===== config.mk =====
export PLATFORM = sky130hd
export DESIGN_NAME = fpcsr_top
export DESIGN_NICKNAME = d
export VERILOG_FILES = /design/src/rtl/fpcsr_pkg.sv /design/src/rtl/fpcsr_ctrl_reg.sv /design/src/rtl/fpcsr_flag_reg.sv /design/src/rtl/fpcsr_rsvd_chk.sv /design/src/rtl/fpcsr_top.sv
export SDC_FILE = /design/constraint.sdc
export NUM_CORES = 1
export LEC_CHECK = 0
export ABC_AREA = 1
export BUFFER_PORTS_ARGS = -buffer_cell sky130_fd_sc_hd__buf_2
export CAP_MARGIN = 25
export CORE_MARGIN = 2
export CORE_UTILIZATION = 35
export DETAILED_ROUTE_END_ITERATION = 12
export GPL_TIMING_DRIVEN = 0
export PLACE_DENSITY = 0.78
export SLEW_MARGIN = 20
export SYNTH_ARGS = -nofsm -noshare
export SYNTH_HDL_FRONTEND = slang
export SYNTH_SLANG_ARGS = --single-unit

===== constraint.sdc =====
create_clock -name clk -period 0.8 [get_ports clk]
set_input_delay 0.08 -clock clk [delete_from_list [all_inputs] [get_ports clk]]
set_output_delay 0.08 -clock clk [all_outputs]
set_load 0.1 [all_outputs]

===== src/rtl/fpcsr_pkg.sv =====
package fpcsr_pkg;

   typedef enum logic [1:0] {
      RND_NEAREST_EVEN = 2'd0,
      RND_TO_ZERO      = 2'd1,
      RND_POS_INF      = 2'd2,
      RND_NEG_INF      = 2'd3
   } rnd_mode_e;

   typedef enum logic {
      CSR_CTRL = 1'b0,
      CSR_STAT = 1'b1
   } csr_sel_e;

   // Flag order inside the status field, LSB first.
   localparam int unsigned FLG_INEXACT   = 0;
   localparam int unsigned FLG_UNDERFLOW = 1;
   localparam int unsigned FLG_OVERFLOW  = 2;
   localparam int unsigned FLG_DIVZERO   = 3;
   localparam int unsigned FLG_INVALID   = 4;

endpackage


===== src/rtl/fpcsr_ctrl_reg.sv =====
module fpcsr_ctrl_reg
   import fpcsr_pkg::*;
#(
   parameter int unsigned DATA_W      = 32,
   parameter int unsigned KEEP_LO_W   = 7,
   parameter int unsigned RSVD_LSB    = 12,
   parameter bit          COMPAT_CTRL = 1'b0
) (
   input  logic              clk,
   input  logic              rst_n,
   input  logic              we,
   input  logic [DATA_W-1:0] wdata,
   output logic [DATA_W-1:0] ctrl_q,
   output rnd_mode_e         round_mode
);
   localparam logic [DATA_W-1:0] LO_MASK = {DATA_W{1'b1}} >> (DATA_W - KEEP_LO_W);
   localparam logic [DATA_W-1:0] HI_MASK = {DATA_W{1'b1}} << RSVD_LSB;

   logic [DATA_W-1:0] keep_mask;

   generate
      if (COMPAT_CTRL) begin : g_compat
         assign keep_mask = LO_MASK | HI_MASK;
      end else begin : g_strict
         assign keep_mask = LO_MASK;
      end
   endgenerate

   always_ff @(posedge clk) begin
      if (!rst_n) begin
         ctrl_q <= '0;
      end else if (we) begin
         ctrl_q <= wdata & keep_mask;
      end
   end

   // Decode the rounding field into the enum used by the datapath.
   always_comb begin
      unique case (ctrl_q[1:0])
         2'd0:    round_mode = RND_NEAREST_EVEN;
         2'd1:    round_mode = RND_TO_ZERO;
         2'd2:    round_mode = RND_POS_INF;
         default: round_mode = RND_NEG_INF;
      endcase
   end
endmodule


===== src/rtl/fpcsr_flag_reg.sv =====
module fpcsr_flag_reg #(
   parameter int unsigned NFLAGS = 5
) (
   input  logic              clk,
   input  logic              rst_n,
   input  logic              sw_we,
   input  logic [NFLAGS-1:0] sw_flags,
   input  logic [NFLAGS-1:0] hw_flags,
   output logic [NFLAGS-1:0] flags_q
);
   logic [NFLAGS-1:0] flags_d;

   genvar gi;
   generate
      for (gi = 0; gi < NFLAGS; gi++) begin : g_bit
         // Software load wins; otherwise accumulate stickily.
         assign flags_d[gi] = sw_we ? sw_flags[gi] : (flags_q[gi] | hw_flags[gi]);
      end
   endgenerate

   always_ff @(posedge clk) begin
      if (!rst_n) flags_q <= '0;
      else        flags_q <= flags_d;
   end
endmodule


===== src/rtl/fpcsr_rsvd_chk.sv =====
module fpcsr_rsvd_chk
   import fpcsr_pkg::*;
#(
   parameter int unsigned DATA_W      = 32,
   parameter int unsigned RSVD_LSB    = 12,
   parameter bit          COMPAT_CTRL = 1'b0
) (
   input  logic              clk,
   input  logic              rst_n,
   input  logic              wr_en,
   input  csr_sel_e          wr_sel,
   input  logic [DATA_W-1:0] wdata,
   output logic              err_q
);
   localparam int unsigned RSVD_W = DATA_W - RSVD_LSB;

   logic rsvd_set;
   logic target_checked;

   assign rsvd_set = |wdata[DATA_W-1 -: RSVD_W];

   generate
      if (COMPAT_CTRL) begin : g_compat
         assign target_checked = (wr_sel == CSR_STAT);
      end else begin : g_strict
         assign target_checked = 1'b1;
      end
   endgenerate

   always_ff @(posedge clk) begin
      if (!rst_n) err_q <= 1'b0;
      else        err_q <= wr_en & target_checked & rsvd_set;
   end
endmodule


===== src/rtl/fpcsr_top.sv =====
module fpcsr_top
   import fpcsr_pkg::*;
#(
   parameter int unsigned DATA_W      = 32,
   parameter int unsigned NFLAGS      = 5,
   parameter int unsigned FLAG_LSB    = 7,
   parameter int unsigned KEEP_LO_W   = 7,
   parameter int unsigned RSVD_LSB    = 12,
   parameter bit          COMPAT_CTRL = 1'b0
) (
   input  logic              clk,
   input  logic              rst_n,
   input  logic              wr_en,
   input  logic              wr_sel,
   input  logic [DATA_W-1:0] wr_data,
   input  logic              rd_sel,
   output logic [DATA_W-1:0] rd_data,
   input  logic [NFLAGS-1:0] dp_flags,
   output logic [1:0]        round_mode,
   output logic              rsvd_err
);
   localparam int unsigned FLAG_MSB = FLAG_LSB + NFLAGS - 1;

   generate
      if (FLAG_MSB >= RSVD_LSB) begin : g_bad_flag_pos
         $error("flag field overlaps reserved field");
      end
      if (KEEP_LO_W < 2 || KEEP_LO_W > FLAG_LSB) begin : g_bad_keep
         $error("control low field must hold the rounding bits and stay below flags");
      end
      if (RSVD_LSB >= DATA_W) begin : g_bad_rsvd
         $error("reserved field must lie inside the word");
      end
   endgenerate

   csr_sel_e          wsel;
   logic [DATA_W-1:0] ctrl_q;
   logic [NFLAGS-1:0] flags_q;
   rnd_mode_e         rnd;
   logic [DATA_W-1:0] stat_word;

   assign wsel = csr_sel_e'(wr_sel);

   fpcsr_ctrl_reg #(
      .DATA_W(DATA_W), .KEEP_LO_W(KEEP_LO_W),
      .RSVD_LSB(RSVD_LSB), .COMPAT_CTRL(COMPAT_CTRL)
   ) u_ctrl (
      .clk(clk), .rst_n(rst_n),
      .we(wr_en && wsel == CSR_CTRL),
      .wdata(wr_data),
      .ctrl_q(ctrl_q),
      .round_mode(rnd)
   );

   fpcsr_flag_reg #(.NFLAGS(NFLAGS)) u_flags (
      .clk(clk), .rst_n(rst_n),
      .sw_we(wr_en && wsel == CSR_STAT),
      .sw_flags(wr_data[FLAG_MSB:FLAG_LSB]),
      .hw_flags(dp_flags),
      .flags_q(flags_q)
   );

   fpcsr_rsvd_chk #(
      .DATA_W(DATA_W), .RSVD_LSB(RSVD_LSB), .COMPAT_CTRL(COMPAT_CTRL)
   ) u_rsvd (
      .clk(clk), .rst_n(rst_n),
      .wr_en(wr_en), .wr_sel(wsel), .wdata(wr_data),
      .err_q(rsvd_err)
   );

   always_comb begin
      stat_word = '0;
      stat_word[FLAG_MSB:FLAG_LSB] = flags_q;
   end

   assign rd_data    = (csr_sel_e'(rd_sel) == CSR_STAT) ? stat_word : ctrl_q;
   assign round_mode = rnd;
endmodule


Word-level counts from Yosys, hierarchy flattened:

Index checks and enable logic that the tools add are counted.

* equal/unequal tests: 2
* muxes and demuxes: 7
* bitwise gates (word level): 7
* reductions and logical operators: 4

Operators by type and width (count)
* 20-bit OR reduction: 1
* 12-bit 2-to-1 mux: 1
* 2-bit case mux with 3 select lines: 1
* 1-bit 2-to-1 mux: 5
* 1-bit bitwise OR: 5
* 2-bit by 1-bit equality test with 1-bit output, second input constant: 1
* 2-bit equality test, second input constant: 1
* 1-bit logical AND: 2
* 2-bit logical NOT: 1
* 1-bit bitwise AND: 1
* 1-bit NOT: 1

* register bits: 13
* input port bits: 42
* output and inout bits: 35
* logic and storage cells: 23

Longest topological paths before layout:

Gate-level depths: netlist (run 1).

* depth in word-level cells: 2
* gate-level depth with buffers: 6
* mapped depth without buffers: 6

Modules after synthesis:

From an unflattened synthesis (run 1), not the netlist that was laid out.

* cells, all modules: 218
* area total of the unflattened synthesis: 1179.9 um^2

Modules (own cells, without submodules)
* fpcsr_ctrl_reg: instances 1, cells each 71, area each 481.7 um^2, seq. area each 140.1 um^2
* fpcsr_top: instances 1, cells each 78, area each 327.8 um^2, seq. area each 0.0 um^2
* fpcsr_flag_reg: instances 1, cells each 46, area each 261.5 um^2, seq. area each 100.1 um^2
* fpcsr_rsvd_chk: instances 1, cells each 23, area each 108.9 um^2, seq. area each 20.0 um^2

Least setup slack after synthesis (run 1):

No wires, ideal clock.

* path kind: register to output
* from: register u_ctrl.ctrl_q[0]
* to: output port rd_data[0]
* arrival time: 1.614 ns
* required time: 0.720 ns
* path slack: -0.894 ns
* stages on the path, launching flop included: 3
* buffers on the path: 0
* cell sequence: dfxtp_1 > inv_1 > nor2_1

* word-level cells in the longest chain between the ends: 1

Ends and longest elaborated chain
* from (decl): RTL line fpcsr_ctrl_reg.sv:13 `output logic [DATA_W-1:0] ctrl_q,`
* from (signal assigned): RTL line fpcsr_ctrl_reg.sv:33 `ctrl_q <= wdata & keep_mask;`
* 12-bit 2-to-1 mux: RTL line fpcsr_top.sv:76 `assign rd_data = (csr_sel_e'(rd_sel) == CSR_STAT) ? stat_word : ctrl_q;`
* to (decl): RTL line fpcsr_top.sv:17 `output logic [DATA_W-1:0] rd_data,`

No other way between the ends.

Worst setup path in the final report (run 1):

* from: register u_flags.flags_q[1]
* to: output port rd_data[8]

* word-level cells in the longest chain between the ends: 1

Ends and longest elaborated chain
* from (decl): RTL line fpcsr_flag_reg.sv:9 `output logic [NFLAGS-1:0] flags_q`
* from (signal assigned): RTL line fpcsr_flag_reg.sv:23 `else flags_q <= flags_d;`
* 12-bit 2-to-1 mux: RTL line fpcsr_top.sv:76

No other way between the ends.

==> results.sh, run 1 <==
export IMPL_clock_sinks=13
export IMPL_grt_pass1_wl_um=3670
export IMPL_fp_dieH_um=51.8
export IMPL_leakage_nw=0.780
export IMPL_grt_max_degree=11
export IMPL_ant_nets=0
export IMPL_core_area_mm2=0.00219
export IMPL_drive_gt1_share_pct=66.7
export IMPL_detail_route_iter0_violations=8
export IMPL_finish_net_count=244
export IMPL_synth_main_ff_cell="dfxtp_1"
export IMPL_route_detailed_drc=0
export IMPL_rows=17
export IMPL_yosys_top_cells_area="dfxtp_1, buf_4, nor2_1, inv_1, a21oi_1"
export IMPL_crit_path_end_kind="primary output"
export IMPL_syn_area_per_cell_um2=6.83
export IMPL_worstRegToRegCells=4
export IMPL_slowest_stage="dfxtp_2"
export IMPL_irDropWorstVdd_uv=967
export IMPL_crit_arrival_ns=0.96
export IMPL_drt_total_wl_um=2270
export IMPL_status="finished, violations left"
export IMPL_fmax_ghz=0.957
export IMPL_power_frac_seq_pct=30.0
export IMPL_fin_skew_ns=0
export IMPL_place_ws_ns=-0.331
export IMPL_netlist_top_cells_count="nor2_1, buf_4, inv_1"
export IMPL_p_int_mw=1.29
export IMPL_ys_ff_latch=13
export IMPL_rsz0062_at_grt="yes"
export IMPL_synth_edf_count=0
export IMPL_yosysSeqAreaShare_pct=32.6
export IMPL_hold_depth=3
export IMPL_cp_max_fo=2
export IMPL_slowest_delay_ns=0.33
export IMPL_worst_setup_path_type="reg -> out"
export IMPL_area_growth_pct=99.1
export IMPL_clockPowerShare_pct=16.5
export IMPL_min_delay_start="dp_flags[3]"
export IMPL_fin_cells=229
export IMPL_pwr_share_comb_pct=53.5
export IMPL_yosysWarnings=0
export IMPL_die_area_mm2=0.00268
export IMPL_io_buffers=56
export IMPL_worstPathCellList="nand2_2, clkinvlp_4, buf_12"
export IMPL_viasPerCell=4.07
export IMPL_cts_buffers_inserted=3
export IMPL_gp_congestion=0.599
export IMPL_ctsRootBufferMaster="clkbuf_4"
export IMPL_final_setup_viol_count=16
export IMPL_violations="setup timing"
export IMPL_drv_cap=0
export IMPL_grt_usage_pct=18.2
export IMPL_fill_cells=168
export IMPL_grt_pass1_vias=920
export IMPL_holdPathEnd="u_flags.flags_q[3]"
export IMPL_async_flop_share_pct=0
export IMPL_cpLargestDelayFamily="flip-flops"
export IMPL_drv_slew=0
export IMPL_setup_ws_ns=-0.245
export IMPL_hold_buffers=0
export IMPL_vias=932
export IMPL_synth_most_common_cell="nor2_1"
export IMPL_wl_per_cell_um=9.93
export IMPL_start_util_pct=36.5
export IMPL_cts_clk_slew_worst_paths_ns=0.07
export IMPL_clockBufferDepth=2
export IMPL_synth_cell_type_count=17
export IMPL_swShare_pct=47.2
export IMPL_hpwl_um=1650
export IMPL_path_buf_inv=2
export IMPL_r2r_end="u_ctrl.ctrl_q[1]"
export IMPL_worst_r2r_setup_slack_ns=-0.01
export IMPL_period_needed_ns=1.04
export IMPL_insertedDiodeCount=0
export IMPL_setup_tns_ns=-3.04
export IMPL_hold_violations=0
export IMPL_hold_class="in -> reg"
export IMPL_htreeDepth=1
export IMPL_worstSetupStartpointType="flop"
export IMPL_netlist_area_um2=800
export IMPL_die_w_um=51.8
export IMPL_place_inst=220
export IMPL_drt_pass1_iter_count=4
export IMPL_grt_overflow_total=0
export IMPL_synth_top_area_share_pct=32.6
export IMPL_cts_tree="yes"
export IMPL_netlist_instances=117
export IMPL_reg2reg_from="u_ctrl.ctrl_q[1]"
export IMPL_pwr_density_cell_mw_per_mm2=1530
export IMPL_antenna_found_initial=0
export IMPL_p_sw_mw=1.15
export IMPL_finalCritPeriodShare_pct=131
export IMPL_cp_required_ns=0.72
export IMPL_clk_latency_ns=0.27
export IMPL_pin_count=77
export IMPL_yosys_area_top_type="dfxtp_1"
## what timing repair did
item                                    in CTS  in global routing
setup buffers                                3                  2
endpoints found under the setup margin      15                 15
gates resized for setup                     80                  1
pin swaps                                    5                  5
## cell type report
| cell class | instances | area, um2 | area share [%] |
|---|---|---|---|
| Buffer | 25 | 198 | 12.4 |
| Clock buffer | 4 | 26.3 | 1.65 |
| Inverter | 15 | 75.1 | 4.72 |
| Multi-Input combinational cell | 83 | 438 | 27.5 |
| Sequential cell | 13 | 277 | 17.4 |
| Tap cell | 28 | 35.0 | 2.20 |
| Timing Repair Buffer | 61 | 543 | 34.1 |
## cell usage in the layout (no fill, tap or decap), drive strengths merged
cell type and count:
nand3 1, clkinvlp 5, buf 84, and2 1, a21oi 12, clkbuf 6
nor2 24, conb 20, nand2 13, o21ai 12, inv 10, dfxtp 13
## metrics by stage
step | hold slack [ns] | area, um2 | util, % | power (mW)
after global routing | 0.0744 | 1590 | 72.6 | 2.55
final | 0.0644 | 1590 | 72.6 | 2.44
after CTS | 0.0559 | 1580 | 72.0 | 2.43
after floorplan | 0.218 | 966 | - | 1.69
after global placement | 0.339 | 1280 | 58.5 | 1.84
after detailed placement | 0.345 | 1280 | 58.5 | 1.85
## flip-flops by register name, indices dropped and copies added (netlist names)
name	flops
u_ctrl.ctrl_q	7
u_flags.flags_q	5
u_rsvd.err_q	1
## layer usage
metal	global-route usage [%]	vias to the layer above	wire, um
met5	0	-	0
met4	5.70	0	36
met3	3.16	4	150
met2	36.8	42	1280
met1	18.5	399	803
li1	-	487	-
## how the worst max path moves through the flow
stage	from	end	depth (start not counted)
5_1_grt	u_flags.flags_q[1]	rd_data[8]	3
3_5_place_dp	rd_sel	rd_data[9]	5
6_report	u_flags.flags_q[1]	rd_data[8]	3
4_1_cts	u_ctrl.ctrl_q[0]	rd_data[0]	3
3_3_place_gp	rd_sel	rd_data[9]	5
2_1_floorplan	u_ctrl.ctrl_q[0]	rd_data[0]	2
## tightest hold or removal path, cell delays in order
cell and delay, ns:
buf_2 0.08, nor2_1 0.03, a21oi_1 0.11
## power by group through the flow
stage               clock (mW)  sequential [mW]  combinational (mW)
finish                   0.403            0.732                1.30
global placement             0            0.729                1.11
global route             0.445            0.738                1.36
CTS                      0.417            0.731                1.29
detailed placement           0            0.731                1.12
floorplan                    0            0.747               0.940
## kinds of logic (layout without fill, tap and decap cells)
family	Yosys count	count (layout)	synth area share, %
buf+inv	40	105	29.7
compound gates	24	24	17.8
other cells	1	20	0.469
simple gates	39	39	19.4
flops	13	13	32.6
No activity file was read; power rests on OpenSTA's default activity.
==> run 2: changes to the inputs <==
--- a/config.mk
+++ b/config.mk
@@ -12,6 +12,7 @@
 export CORE_UTILIZATION = 35
 export DETAILED_ROUTE_END_ITERATION = 12
 export GPL_TIMING_DRIVEN = 0
+export MAX_ROUTING_LAYER = met4
 export PLACE_DENSITY = 0.78
 export SLEW_MARGIN = 20
 export SYNTH_ARGS = -nofsm -noshare
==> constraint.sdc (replaced) <==
create_clock -name clk -period 0.8 [get_ports clk]
set_input_delay 0.08 -clock clk [delete_from_list [all_inputs] [get_ports clk]]
set_output_delay 0.08 -clock clk [all_outputs]
set_load 0.02 [all_outputs]
==> run 2 against run 1 <==
The run still ends with setup timing left. Register-to-register slack better by 0.03 ns. Worst hold slack better by 0.0065 ns. First-iteration DRC count is 88% higher. Wire length is 12% lower. Flip-flop and latch count stayed put. Largest power group is now registers.
==> results.sh, run 2 (synthesis gave the netlist of run 1 again) <==
export IMPL_grt_pass1_vias=731
export IMPL_hold_buffers=0
export IMPL_reg_top3="u_ctrl.ctrl_q (7), u_flags.flags_q (5), u_rsvd.err_q (1)"
export IMPL_clockPowerShare_pct=22.8
export IMPL_hold_violations=0
export IMPL_hpwl_um=1490
export IMPL_grt_usage_pct=13.5
export IMPL_worstSetupStartpointType="flop"
export IMPL_cts_buffers_inserted=3
export IMPL_fp_dieH_um=51.8
export IMPL_route_detailed_drc=0
export IMPL_p_int_mw=1.19
export IMPL_status="finished, violations left"
export IMPL_viasPerCell=4.03
export IMPL_fill_cells=190
export IMPL_violations="setup timing"
export IMPL_final_seq_area_um2=275
export IMPL_gp_congestion=0.707
export IMPL_finalPower_mw=1.71
export IMPL_worst_r2r_setup_slack_ns=0.02
export IMPL_utilization_pct=62.4
export IMPL_grt_pass1_wl_um=2710
export IMPL_multi_input_area_um2=384
export IMPL_critPathCapture="rd_data[1]"
export IMPL_irDropWorstVdd_uv=824
export IMPL_rsz0062_at_grt="yes"
export IMPL_die_area_mm2=0.00268
export IMPL_place_inst=220
export IMPL_drt_total_wl_um=1990
export IMPL_period_needed_ns=0.964
export IMPL_rows=17
export IMPL_insertedDiodeCount=0
export IMPL_slowest_stage="dfxtp_2"
export IMPL_swShare_pct=30.7
export IMPL_vias=935
export IMPL_cp_max_fo=2
export IMPL_hold_class="in -> reg"
export IMPL_cp_required_ns=0.72
export IMPL_r2r_end="u_ctrl.ctrl_q[1]"
export IMPL_drt_pass1_iter_count=4
export IMPL_crit_path_end_kind="primary output"
export IMPL_worstPathCellList="inv_2, nor2_1, buf_4"
export IMPL_crit_arrival_ns=0.88
export IMPL_timing_critical_path_from="u_ctrl.ctrl_q[1]"
export IMPL_clk_latency_ns=0.26
export IMPL_io_buffers=56
export IMPL_power_frac_seq_pct=42.3
export IMPL_setup_ws_ns=-0.164
export IMPL_p_sw_mw=0.526
export IMPL_start_util_pct=36.5
export IMPL_final_cell_mix="buf_2, buf_4, nor2_1"
export IMPL_finalCritPeriodShare_pct=120
export IMPL_fmax_ghz=1.04
export IMPL_cts_clk_slew_worst_paths_ns=0.08
export IMPL_post_dp_cell_area_mm2=0.00119
export IMPL_fin_cells=232
export IMPL_cts_tree="yes"
export IMPL_drv_cap=0
export IMPL_fin_area_mm2=0.00137
export IMPL_pwr_share_comb_pct=34.9
export IMPL_grt_overflow_total=0
export IMPL_pin_count=77
export IMPL_antenna_found_initial=0
export IMPL_largest_register_ffs=7
export IMPL_die_w_um=51.8
export IMPL_place_ws_ns=0.0449
export IMPL_grt_max_degree=11
export IMPL_ant_nets=0
export IMPL_htreeDepth=1
export IMPL_clock_sinks=13
export IMPL_hold_depth=3
export IMPL_finish_net_count=247
export IMPL_leakage_nw=0.779
export IMPL_regMostFlops="u_ctrl.ctrl_q"
export IMPL_area_growth_pct=70.9
export IMPL_drv_slew=0
export IMPL_slowest_delay_ns=0.34
export IMPL_drive_gt1_share_pct=58.8
export IMPL_fin_skew_ns=0
export IMPL_detail_route_iter0_violations=15
export IMPL_wl_per_cell_um=8.59
export IMPL_reg2reg_from="u_ctrl.ctrl_q[1]"
export IMPL_pwr_density_cell_mw_per_mm2=1250
export IMPL_clockBufferDepth=2
export IMPL_core_area_mm2=0.00219
export IMPL_worst_setup_path_type="reg -> out"
export IMPL_worstRegToRegCells=4
export IMPL_final_common_cell="buf_2"
export IMPL_ctsRootBufferMaster="clkbuf_4"
export IMPL_final_setup_viol_count=14
[run 2: cell types whose count changed in the layout (fill, tap and decap cells not counted), sizes merged]
cell,change
inv,+5
clkbuf,+1
clkinvlp,-5
buf,+2
[run 2: worst max-delay path, delay by kind of cell (launching register included)]
family,cells,cell delay [ns]
AND/OR/NAND/NOR,1,0.09
buffers and inverters,2,0.19
flip-flops,1,0.34
[run 2: what timing repair did]
item / 4_1_cts / 5_1_grt
setup buffers: 2 / 6
setup endpoints to repair: 15 / 15
gates resized for setup: 33 / 12
pin swaps: 4 / 5
[run 2: cell type report]
type                       instances  area share [%]
multi-input combinational         83            28.1
timing repair buffer              64            29.9
clock buffer                       4            1.92
tap                               28            2.56
buffer                            25            13.3
inverter                          15            4.12
sequential                        13            20.1
[run 2: power by group through the flow]
stage	Clock [mW]	Combinational, mW	Sequential (mW)
6_report	0.390	0.598	0.725
5_1_grt	0.429	0.652	0.729
4_1_cts	0.399	0.552	0.720
3_5_place_dp	0	0.505	0.727
3_3_place_gp	0	0.499	0.725
2_1_floorplan	0	0.342	0.726
[run 2: metal layers]
| layer | share of wire (%) | track usage [%] |
|---|---|---|
| met1 | 39 | 12.0 |
| met2 | 54 | 27.6 |
| met5 | 0 | - |
| met4 | 0.20 | 4.82 |
| met3 | 7.1 | 2.87 |
[run 2: worst min-delay path by stage]
| stage | from | to | slack (ns) |
|---|---|---|---|
| final | wr_data[1] | u_ctrl.ctrl_q[1] | 0.07 |
| after global routing | dp_flags[4] | u_flags.flags_q[4] | 0.08 |
| after CTS | wr_data[2] | u_ctrl.ctrl_q[2] | 0.07 |
| after detailed placement | dp_flags[3] | u_flags.flags_q[3] | 0.34 |
| after global placement | dp_flags[4] | u_flags.flags_q[4] | 0.34 |
| after floorplan | rst_n | u_ctrl.ctrl_q[3] | 0.22 |
[run 2: through the flow]
stage / hold slack [ns] / TNS, ns
CTS: 0.0669 / -1.71
global route: 0.0775 / -2.29
floorplan: 0.218 / 0
finish: 0.0709 / -1.71
global placement: 0.338 / 0
detailed placement: 0.344 / 0
